[src/rtl/arx_pkg.sv]
package arx_pkg;

    typedef enum logic [2:0] {
        ST_IDLE,
        ST_START,
        ST_DATA,
        ST_PAR,
        ST_STOP
    } rx_state_e;

    typedef struct packed {
        logic word8;
        logic par_en;
        logic par_odd;
    } rx_fmt_t;

    typedef struct packed {
        logic [7:0] data;
        logic       fe;
        logic       pe;
    } rx_char_t;

    localparam logic [1:0] DIV_X1 = 2'b00;
    localparam logic [1:0] DIV_X16 = 2'b01;

    // parity mismatch: data plus parity bit must have an odd count of ones when odd is set
    function automatic logic par_mismatch(logic [7:0] d, logic pbit, logic odd);
        return ((^d) ^ pbit) != odd;
    endfunction

endpackage

[src/rtl/arx_baud.sv]
module arx_baud
    import arx_pkg::*;
#(
    parameter int RATIO_MID  = 16,
    parameter int RATIO_HIGH = 64
) (
    input  logic       clk,
    input  logic       rst,
    input  logic       tick,
    input  logic       restart,
    input  logic       half,
    input  logic [1:0] div_sel,
    output logic       sample
);
    localparam int CW = $clog2(RATIO_HIGH);

    logic [CW-1:0] cnt;
    logic [CW-1:0] full_m1;
    logic [CW-1:0] half_m1;
    logic [CW-1:0] lim_m1;

    always_comb begin
        case (div_sel)
            DIV_X1: begin
                full_m1 = '0;
                half_m1 = '0;
            end
            DIV_X16: begin
                full_m1 = CW'(RATIO_MID - 1);
                half_m1 = CW'(RATIO_MID / 2 - 1);
            end
            default: begin
                full_m1 = CW'(RATIO_HIGH - 1);
                half_m1 = CW'(RATIO_HIGH / 2 - 1);
            end
        endcase
        lim_m1 = half ? half_m1 : full_m1;
        sample = tick && (cnt == lim_m1);
    end

    always_ff @(posedge clk) begin
        if (rst || restart) begin
            cnt <= '0;
        end else if (tick) begin
            cnt <= (cnt == lim_m1) ? '0 : cnt + 1'b1;
        end
    end

endmodule

[src/rtl/arx_frame.sv]
module arx_frame
    import arx_pkg::*;
(
    input  logic     clk,
    input  logic     rst,
    input  logic     tick,
    input  logic     rxd,
    input  logic     x1_mode,
    input  rx_fmt_t  fmt,
    input  logic     sample,
    output logic     restart,
    output logic     half,
    output logic     done,
    output rx_char_t ch
);
    rx_state_e  state;
    logic [7:0] shreg;
    logic [2:0] bidx;
    logic       par_bit;
    logic       last_bit;

    assign restart  = (state == ST_IDLE);
    assign half     = (state == ST_START);
    assign last_bit = (bidx == (fmt.word8 ? 3'd7 : 3'd6));

    always_comb begin
        done    = (state == ST_STOP) && sample;
        ch.data = shreg;
        ch.fe   = !rxd;
        ch.pe   = fmt.par_en && par_mismatch(shreg, par_bit, fmt.par_odd);
    end

    always_ff @(posedge clk) begin
        if (rst) begin
            state   <= ST_IDLE;
            shreg   <= '0;
            bidx    <= '0;
            par_bit <= 1'b0;
        end else begin
            case (state)
                ST_IDLE: begin
                    if (tick && !rxd) begin
                        shreg <= '0;
                        bidx  <= '0;
                        state <= x1_mode ? ST_DATA : ST_START;
                    end
                end
                ST_START: begin
                    if (sample) state <= rxd ? ST_IDLE : ST_DATA;
                end
                ST_DATA: begin
                    if (sample) begin
                        shreg[bidx] <= rxd;
                        bidx        <= bidx + 3'd1;
                        if (last_bit) state <= fmt.par_en ? ST_PAR : ST_STOP;
                    end
                end
                ST_PAR: begin
                    if (sample) begin
                        par_bit <= rxd;
                        state   <= ST_STOP;
                    end
                end
                ST_STOP: begin
                    if (sample) state <= ST_IDLE;
                end
                default: state <= ST_IDLE;
            endcase
        end
    end

    // a completion is a single-cycle event
    p_done_single_r6: assert property (@(posedge clk) disable iff (rst)
        done |=> !done);

endmodule

[src/rtl/arx_hold.sv]
module arx_hold
    import arx_pkg::*;
(
    input  logic     clk,
    input  logic     rst,
    input  logic     done,
    input  rx_char_t ch,
    input  logic     data_rd,
    output rx_char_t hold,
    output logic     rdrf,
    output logic     ovrn
);
    always_ff @(posedge clk) begin
        if (rst) begin
            hold <= '0;
            rdrf <= 1'b0;
            ovrn <= 1'b0;
        end else if (done && (!rdrf || data_rd)) begin
            hold <= ch;
            rdrf <= 1'b1;
            ovrn <= 1'b0;
        end else if (done) begin
            ovrn <= 1'b1;
        end else if (data_rd) begin
            rdrf    <= 1'b0;
            ovrn    <= 1'b0;
            hold.fe <= 1'b0;
            hold.pe <= 1'b0;
        end
    end

    p_ovrn_needs_rdrf_r7: assert property (@(posedge clk) disable iff (rst)
        ovrn |-> rdrf);

    p_read_clears_r6: assert property (@(posedge clk) disable iff (rst)
        (data_rd && !done) |=> (!rdrf && !ovrn));

    p_keep_old_r7: assert property (@(posedge clk) disable iff (rst)
        (rdrf && done && !data_rd) |=> (hold.data == $past(hold.data) && ovrn));

    p_collide_r8: assert property (@(posedge clk) disable iff (rst)
        (rdrf && done && data_rd) |=> (rdrf && !ovrn));

endmodule

[src/rtl/arx_receiver.sv]
module arx_receiver
    import arx_pkg::*;
#(
    parameter int RATIO_MID  = 16,
    parameter int RATIO_HIGH = 64
) (
    input  logic       clk,
    input  logic       rst,
    input  logic       rx_clk_en,
    input  logic       rxd,
    input  logic [1:0] div_sel,
    input  logic [2:0] fmt_sel,
    input  logic       data_rd,
    input  logic       mreset,
    output logic [7:0] rx_data,
    output logic       rdrf,
    output logic       ovrn,
    output logic       fe,
    output logic       pe,
    output logic       irq
);
    logic     rst_i;
    logic     x1_mode;
    rx_fmt_t  fmt;
    logic     sample;
    logic     restart;
    logic     half;
    logic     done;
    rx_char_t ch;
    rx_char_t hold;

    assign rst_i   = rst || mreset;
    assign x1_mode = (div_sel == DIV_X1);
    assign fmt     = rx_fmt_t'(fmt_sel);

    arx_baud #(
        .RATIO_MID (RATIO_MID),
        .RATIO_HIGH(RATIO_HIGH)
    ) baud_i (
        .clk    (clk),
        .rst    (rst_i),
        .tick   (rx_clk_en),
        .restart(restart),
        .half   (half),
        .div_sel(div_sel),
        .sample (sample)
    );

    arx_frame frame_i (
        .clk    (clk),
        .rst    (rst_i),
        .tick   (rx_clk_en),
        .rxd    (rxd),
        .x1_mode(x1_mode),
        .fmt    (fmt),
        .sample (sample),
        .restart(restart),
        .half   (half),
        .done   (done),
        .ch     (ch)
    );

    arx_hold hold_i (
        .clk    (clk),
        .rst    (rst_i),
        .done   (done),
        .ch     (ch),
        .data_rd(data_rd),
        .hold   (hold),
        .rdrf   (rdrf),
        .ovrn   (ovrn)
    );

    assign rx_data = hold.data;
    assign fe      = hold.fe;
    assign pe      = hold.pe;
    assign irq     = rdrf || ovrn;

    p_mreset_clear_r10: assert property (@(posedge clk) disable iff (rst)
        mreset |=> (!rdrf && !ovrn && !fe && !pe));

endmodule

[config.mk]
export PLATFORM = sky130hd
export DESIGN_NAME = arx_receiver
export DESIGN_NICKNAME = d
export VERILOG_FILES = /design/src/rtl/arx_pkg.sv /design/src/rtl/arx_baud.sv /design/src/rtl/arx_frame.sv /design/src/rtl/arx_hold.sv /design/src/rtl/arx_receiver.sv
export SDC_FILE = /design/constraint.sdc
export NUM_CORES = 1
export LEC_CHECK = 0
export ABC_AREA = 0
export CORE_MARGIN = 10
export CORE_UTILIZATION = 55
export CTS_CLUSTER_DIAMETER = 100
export CTS_CLUSTER_SIZE = 40
export DETAILED_ROUTE_END_ITERATION = 10
export GPL_ROUTABILITY_DRIVEN = 0
export PLACE_DENSITY = 0.79
export RECOVER_POWER = 50
export SYNTH_ARGS = -nofsm -noshare
export SYNTH_HDL_FRONTEND = slang
export SYNTH_HIERARCHICAL = 1
export SYNTH_SLANG_ARGS = --single-unit
[constraint.sdc]
create_clock -name clk -period 8.2 [get_ports clk]
set_input_delay 0.82 -clock clk [delete_from_list [all_inputs] [get_ports clk]]
set_output_delay 0.82 -clock clk [all_outputs]
set_load 0.01 [all_outputs]
==> flow_metrics.py, run 1 <==
metrics = {
    "outcome": {
        "run_status": "finished with violations",
        "violations": "capacitance limit, slew limit",
    },
    "detailed_routing": {
        "initialDrtViolationCount": 100,
        "detail_route.vias_per_cell": 5.529,
        "antenna_left": 0,
        "route.detailed.wl_per_inst_um": 13.79,
        "dr_total_vias": 1537,
        "dr.pass1.iters": 4,
        "post-route-drc-count": 0,
        "drt_wl_total_um": 3833,
    },
    "pwr": {
        "power_frac_clock_pct": 33.0,
        "power_leakage_nw": 0.7162,
        "total_power_density_per_cell_area_mw_per_mm2": 129.3,
        "switching_power_total_mw": 0.06569,
        "power.share.switching_pct": 23.71,
        "share_comb_of_total_power_pct": 8.3,
        "internal_power_mw": 0.2113,
        "seq_power_share_pct": 58.7,
        "overall_power_after_layout_mw": 0.2770,
        "irDropWorstVdd_v": 0.00009591,
    },
    "synthesis": {
        "post_syn_nets": 228,
        "synth.ff_latch_count": 33,
        "seq_area_frac_synth_pct": 34.65,
        "synth_compound_area_share_pct": 22.38,
        "avgSynthCellArea_um2": 8.869,
        "synth.area.mux_share_pct": 2.625,
        "synthCells": 215,
        "area_fraction_in_and_or_nand_and_nor_cells_after_synthesis_pct": 23.88,
        "post_synth_xor_area_fraction_pct": 8.268,
        "synth-edff-count": 0,
        "post_synth_instance_area_mm2": 0.001907,
        "synth_top_family_by_area": "simple AND/OR/NAND/NOR gates",
        "async_flop_share_pct": 0,
        "synthAdderAreaFrac_pct": 1.312,
        "dominantRegCellSynth": "sky130_fd_sc_hd__dfxtp_1",
        "yosys_warnings": 6,
        "synth.lib_cells_used.distinct": 45,
    },
    "cts": {
        "tritoncts.num_buffers": 5,
        "post_cts_hold_buffer_count": 0,
        "total_number_of_clock_tree_sinks": 33,
        "post_cts_resize_count": 0,
        "clk_pin_slew_ps": 90,
        "htree_num_levels": 2,
        "worstSkewPairLatency_ps": 330,
        "max-clock-path-buffers": 2,
        "clock-root-buffer": "sky130_fd_sc_hd__clkbuf_4",
        "postCtsSetupBuffers": 0,
        "tritoncts": "built",
    },
    "global_routing": {
        "number_of_antenna_violations_at_the_first_check_in_global_routing": 0,
        "grt_total_usage_pct": 12.85,
        "global_route.overflow_total": 0,
        "first_global_vias": 1411,
        "grt_first_pass_wirelength_um": 6706,
        "grt_max_degree": 31,
    },
    "timing": {
        "accumulated_negative_setup_slack_ps": 0,
        "report.final.setup_viol": 0,
        "setup_slack_ps": 2766,
        "timing.fmax_ghz": 0.1840,
        "tightestPinTransition_ps": 3221,
        "fin_skew_ps": 4.017,
        "whs_ps": 510.4,
        "finalHoldViolations": 0,
        "timing.slew.headroom_pct": -120.3,
        "finalWorstPathRequiredPeriod_ps": 5434,
        "finalMaxSlewViolations": 15,
        "grt_setup_unrepaired": "no",
        "final.period_utilization_pct": 66.27,
    },
    "setup_path": {
        "slowest_stage": "sky130_fd_sc_hd__a2111oi_0",
        "critical-path-top-delay-family": "compound AO/OA/AOI/OAI gates",
        "critPathArrivalTime_ps": 5660,
        "ff2ff_path_depth": 10,
        "setup.worst_path.end_class": "register",
        "worst_path_largest_cell_delay_ps": 2550,
        "critPathKind": "reg2reg",
        "crit_path_frequent_cell": "sky130_fd_sc_hd__nor2_1",
        "cp_max_fo": 14,
        "required_ps": 8430,
        "crit_cells": 10,
        "worstPathCellList": "nand2b_1, nor2_1, nor2b_1, or3_2, a2111oi_0, and2_0, o21ai_1, nor3_1, mux2i_1, nor2_1",
        "worst_setup_path_start_kind": "register",
        "worst-path-buf-inv": 0,
    },
    "final_layout": {
        "layout.nets": 245,
        "area_growth_pct": 12.40,
        "layout.core_utilization_pct": 64.23,
        "finalNonFillerCells": 278,
        "design_area_mm2": 0.002143,
        "num_antenna_cells": 0,
        "fillCellCount": 297,
        "layout_cell_share_with_drive_strength_beyond_1_pct": 12.93,
    },
    "die": {
        "fp-row-count": 21,
        "design.die.area_mm2": 0.006222,
        "core-area_mm2": 0.003337,
        "die_w_um": 78.88,
        "die_y_extent_um": 78.88,
        "starting_utilization_of_the_core_area_pct": 57.14,
        "pin_count": 24,
    },
    "min_path": {
        "worst_hold_path_type": "reg2reg",
        "hold_depth": 2,
    },
    "place": {
        "port_buffers": 23,
        "place.detailed.instances": 271,
        "place_area_mm2": 0.002111,
        "hpwl_um": 2784,
        "place_ws_ps": 4417,
    },
    "job": {
        "maxCapViolations": 1,
    },
}
==> cells in the final DEF (no fill, tap or decap), types with 2 or more instances in the layout <==
| cell type | count |
|---|---|
| sky130_fd_sc_hd__dfxtp_1 | 33 |
| sky130_fd_sc_hd__nor2_1 | 19 |
| sky130_fd_sc_hd__a21oi_1 | 17 |
| sky130_fd_sc_hd__xnor2_1 | 13 |
| sky130_fd_sc_hd__dlygate4sd3_1 | 13 |
| sky130_fd_sc_hd__clkdlybuf4s50_1 | 10 |
| sky130_fd_sc_hd__nand3_2 | 9 |
| sky130_fd_sc_hd__a21oi_2 | 9 |
| sky130_fd_sc_hd__a21bo_1 | 8 |
| sky130_fd_sc_hd__inv_1 | 7 |
| sky130_fd_sc_hd__nor4_1 | 7 |
| sky130_fd_sc_hd__nand2_1 | 7 |
| sky130_fd_sc_hd__o21ai_1 | 7 |
| sky130_fd_sc_hd__nor2b_1 | 5 |
| sky130_fd_sc_hd__nor3_1 | 5 |
| sky130_fd_sc_hd__nand4_1 | 5 |
| sky130_fd_sc_hd__xor2_1 | 5 |
| sky130_fd_sc_hd__mux2i_1 | 5 |
| sky130_fd_sc_hd__clkbuf_4 | 5 |
| sky130_fd_sc_hd__nand3_1 | 5 |
| sky130_fd_sc_hd__o21ai_0 | 3 |
| sky130_fd_sc_hd__nand2b_1 | 3 |
| sky130_fd_sc_hd__a31oi_1 | 3 |
| sky130_fd_sc_hd__or2_1 | 2 |
| sky130_fd_sc_hd__and3_1 | 2 |
| sky130_fd_sc_hd__ha_1 | 2 |
| sky130_fd_sc_hd__o211ai_1 | 2 |
| sky130_fd_sc_hd__buf_4 | 2 |
==> worst reg2reg max path, delay by kind of cell (launching register included) <==
family,cells,cell delay (ps)
AND/OR/NAND/NOR,7,1670
flip-flops,1,600
AO/OA/AOI/OAI,2,2850
multiplexers,1,210
==> synthesized netlist by cell type (all sizes together), types with 3 or more instances <==
master	count	area share, %
xnor2	13	6.0
dfxtp	33	35
nand2b	3	0.98
nand2	7	1.4
nor4	7	2.3
buf	11	4.7
nand4	5	1.6
nor2b	5	1.6
mux2i	5	2.6
nor3	5	1.3
clkbuf	4	0.79
a21bo	8	4.2
xor2	5	2.3
a31oi	3	0.98
o21ai	10	2.6
a21oi	26	8.6
inv	7	1.4
nand3	14	6.0
nor2	20	4.3
==> area by class of cell <==
cell class                 count  area, um2  area share [%]
clock buffer                   7      55.05           2.569
inverter                       7      26.28           1.226
multi-input combinational    160       1099           51.25
sequential                    33      660.6           30.82
tap                           46      57.56           2.685
timing repair buffer          25      245.2           11.44
==> logic make-up after synthesis <==
family	after synthesis
AO/OA/AOI/OAI	58
XOR/XNOR	18
adder cells (fa/ha/maj)	2
buffers and inverters	22
flip-flops	33
multiplexers	5
AND/OR/NAND/NOR	77
==> power groups by stage <==
stage	Clock [mW]	Sequential, mW	Combinational [mW]
finish	0.0915	0.163	0.0230
global route	0.0983	0.163	0.0256
CTS	0.0925	0.163	0.0238
detailed placement	0	0.166	0.0237
global placement	0	0.166	0.0236
floorplan	0	0.165	0.0172
==> registers in the layout, summed over array words and instances, names as in the netlist <==
name / flops
baud_i/cnt: 6
frame_i/bidx: 3
frame_i/par_bit: 1
frame_i/shreg: 8
frame_i/state: 3
hold_i/hold: 10
hold_i/ovrn: 1
hold_i/rdrf: 1
==> routing by layer <==
layer	routed length, um	track usage [%]
met1	1853	16.61
met2	1753	19.74
met3	194	4.167
met4	31	4.122
met5	0	0
==> path summary, 6_finish.rpt <==
check	slack (ps)	startpoint	end
worst max-delay path	2770	frame_i/state[0]	frame_i/shreg[6]
worst min-delay path	510	hold_i/hold[0]	hold_i/hold[0]
worst max register to register	2770	frame_i/state[0]	frame_i/shreg[6]
worst min register to register	510	hold_i/hold[0]	hold_i/hold[0]
No activity file was read; power rests on OpenSTA's default activity.
==> inputs of run 2 (changes only) <==
==> constraint.sdc (replaced) <==
create_clock -name clk -period 5.1 [get_ports clk]
set_input_delay 0.51 -clock clk [delete_from_list [all_inputs] [get_ports clk]]
set_output_delay 0.51 -clock clk [all_outputs]
set_load 0.01 [all_outputs]
==> run 2 against run 1 <==
The flow now finishes without violations. Sequential cell count unchanged. Die area unchanged. Utilization increased by 0.97 points. Cell count increased by 0.36%. Cell area increased by 1.5%. Global-route usage increased by 0.14 points. Register-to-register slack got worse by 1200 ps. Clock power increased by 84%. Worst hold slack improved by 0.72 ps. Largest cell class unchanged. Largest power group unchanged. Highest routed layer unchanged.
==> flow_metrics.py, run 2 (synthesis gave the netlist of run 1 again) <==
metrics = {
    "outcome": {
        "run_status": "finished, final reports clean",
    },
    "timing": {
        "accumulated_negative_setup_slack_ps": 0,
        "finalWorstPathRequiredPeriod_ps": 3522,
        "tightestPinTransition_ps": 837.1,
        "grt_setup_unrepaired": "no",
        "timing.fmax_ghz": 0.2839,
        "timing.slew.headroom_pct": 44.19,
        "fin_skew_ps": 8.485,
        "whs_ps": 511.2,
        "final.period_utilization_pct": 69.07,
        "setup_slack_ps": 1578,
        "report.final.setup_viol": 0,
        "finalMaxSlewViolations": 0,
        "finalHoldViolations": 0,
    },
    "global_routing": {
        "grt_max_degree": 31,
        "global_route.overflow_total": 0,
        "number_of_antenna_violations_at_the_first_check_in_global_routing": 0,
        "grt_total_usage_pct": 12.99,
        "grt_first_pass_wirelength_um": 6713,
        "first_global_vias": 1385,
    },
    "die": {
        "pin_count": 24,
        "die_w_um": 78.88,
        "fp-row-count": 21,
        "die_y_extent_um": 78.88,
        "starting_utilization_of_the_core_area_pct": 57.14,
        "design.die.area_mm2": 0.006222,
        "core-area_mm2": 0.003337,
    },
    "detailed_routing": {
        "antenna_left": 0,
        "detailroute.wirelength.met3_um": 185,
        "drt_wl_total_um": 3967,
        "initialDrtViolationCount": 94,
        "dr.pass1.iters": 4,
        "met2_length_um": 1850,
        "route.detailed.wl_per_inst_um": 14.22,
        "post-route-drc-count": 0,
        "dr_total_vias": 1558,
        "detail_route.vias_per_cell": 5.584,
        "top_signal_layer_used": "met4",
        "wirelength_met1_um": 1878,
    },
    "cts": {
        "total_number_of_clock_tree_sinks": 33,
        "clk_pin_slew_ps": 100,
        "worstSkewPairLatency_ps": 340,
        "post_cts_hold_buffer_count": 0,
        "htree_num_levels": 2,
        "clock-root-buffer": "sky130_fd_sc_hd__clkbuf_4",
        "postCtsSetupBuffers": 0,
        "post_cts_resize_count": 0,
        "tritoncts.num_buffers": 5,
        "tritoncts": "built",
        "max-clock-path-buffers": 2,
    },
    "place": {
        "hpwl_um": 2824,
        "place.detailed.instances": 271,
        "port_buffers": 23,
        "place_ws_ps": 1614,
    },
    "final_layout": {
        "area_growth_pct": 14.11,
        "regMostFlops": "hold_i/hold",
        "layout.cells.most_common": "sky130_fd_sc_hd__dfxtp_1",
        "finalNonFillerCells": 279,
        "largest_register_ff_count": 10,
        "num_antenna_cells": 0,
        "layout.nets": 245,
        "layout_common_cells": "sky130_fd_sc_hd__dfxtp_1, sky130_fd_sc_hd__nor2_1, sky130_fd_sc_hd__a21oi_1",
        "layout_cell_share_with_drive_strength_beyond_1_pct": 13.73,
        "reg.largest.list": "hold_i/hold x10, frame_i/shreg x8, baud_i/cnt x6",
    },
    "pwr": {
        "power_leakage_nw": 0.7267,
        "overall_power_after_layout_mw": 0.4677,
        "irDropWorstVdd_v": 0.0001582,
        "total_power_density_per_cell_area_mw_per_mm2": 215.0,
    },
    "min_path": {
        "min_from": "hold_i/hold[0]",
        "hold_depth": 2,
        "worst_hold_path_type": "reg2reg",
        "hold_end": "hold_i/hold[0]",
    },
    "setup_path": {
        "setup.worst_path.end_class": "register",
        "timing.rr.start": "frame_i/state[0]",
        "critPathKind": "reg2reg",
        "required_ps": 5350,
        "worst_r2r_endpoint": "frame_i/shreg[6]",
        "worst_setup_path_start_kind": "register",
        "critPathArrivalTime_ps": 3770,
        "ff2ff_path_depth": 10,
        "cp_max_fo": 14,
        "minimum_setup_slack_among_reg_to_reg_paths_ps": 1580,
        "startpoint": "frame_i/state[0]",
    },
    "job": {
        "maxCapViolations": 0,
    },
}
[run 2: cell types whose count changed in the layout (fill, tap and decap cells not counted), sizes merged]
cell and delta:
clkinv +1
[run 2: critical path: stages, from the launching register on]
cell	delay (ps)
sky130_fd_sc_hd__dfxtp_1	610
sky130_fd_sc_hd__nand2b_1	190
sky130_fd_sc_hd__nor2_1	230
sky130_fd_sc_hd__nor2b_1	90
sky130_fd_sc_hd__or3_1	350
sky130_fd_sc_hd__a2111oi_4	800
sky130_fd_sc_hd__and2_0	280
sky130_fd_sc_hd__o21ai_1	280
sky130_fd_sc_hd__nor3_1	320
sky130_fd_sc_hd__mux2i_1	220
sky130_fd_sc_hd__nor2_1	50
[run 2: cell type report]
cell class / instances / area (um2)
flip-flops and latches: 33 / 660.6
clock buffers: 7 / 65.06
multi-input cells: 160 / 1116
repair buffers: 25 / 245.2
well taps: 46 / 57.56
inverters: 7 / 26.28
clock inverters: 1 / 5.005
fillers: 299 / 1161
[run 2: stage by stage]
| stage | instance area [um2] | utilization, % |
|---|---|---|
| floorplan | 1907 | - |
| global placement | 2111 | 63.25 |
| detailed placement | 2111 | 63.25 |
| CTS | 2181 | 65.35 |
| global route | 2176 | 65.20 |
| finish | 2176 | 65.20 |
[run 2: power breakdown]
part           total, mW  switching, mW  internal [mW]
Combinational     0.0379         0.0213         0.0165
Sequential         0.262        0.00315          0.258
Clock              0.168         0.0885         0.0798
Total              0.468          0.113          0.355
[run 2: worst max-delay path by stage]
| stage | end | slack [ps] | cells after the start |
|---|---|---|---|
| final | frame_i/shreg[6] | 1580 | 10 |
| after global routing | frame_i/shreg[6] | 1250 | 10 |
| after CTS | frame_i/shreg[6] | 1640 | 10 |
| after detailed placement | frame_i/shreg[6] | 1610 | 9 |
| after global placement | frame_i/shreg[6] | 1690 | 9 |
| after floorplan | hold_i/hold[1] | 2170 | 12 |
[run 2: per-layer routing]
layer	global-route usage, %	vias up
met1	16.87	711
met3	4.054	6
li1	-	803
met4	5.197	0
met2	19.49	38
met5	0	-
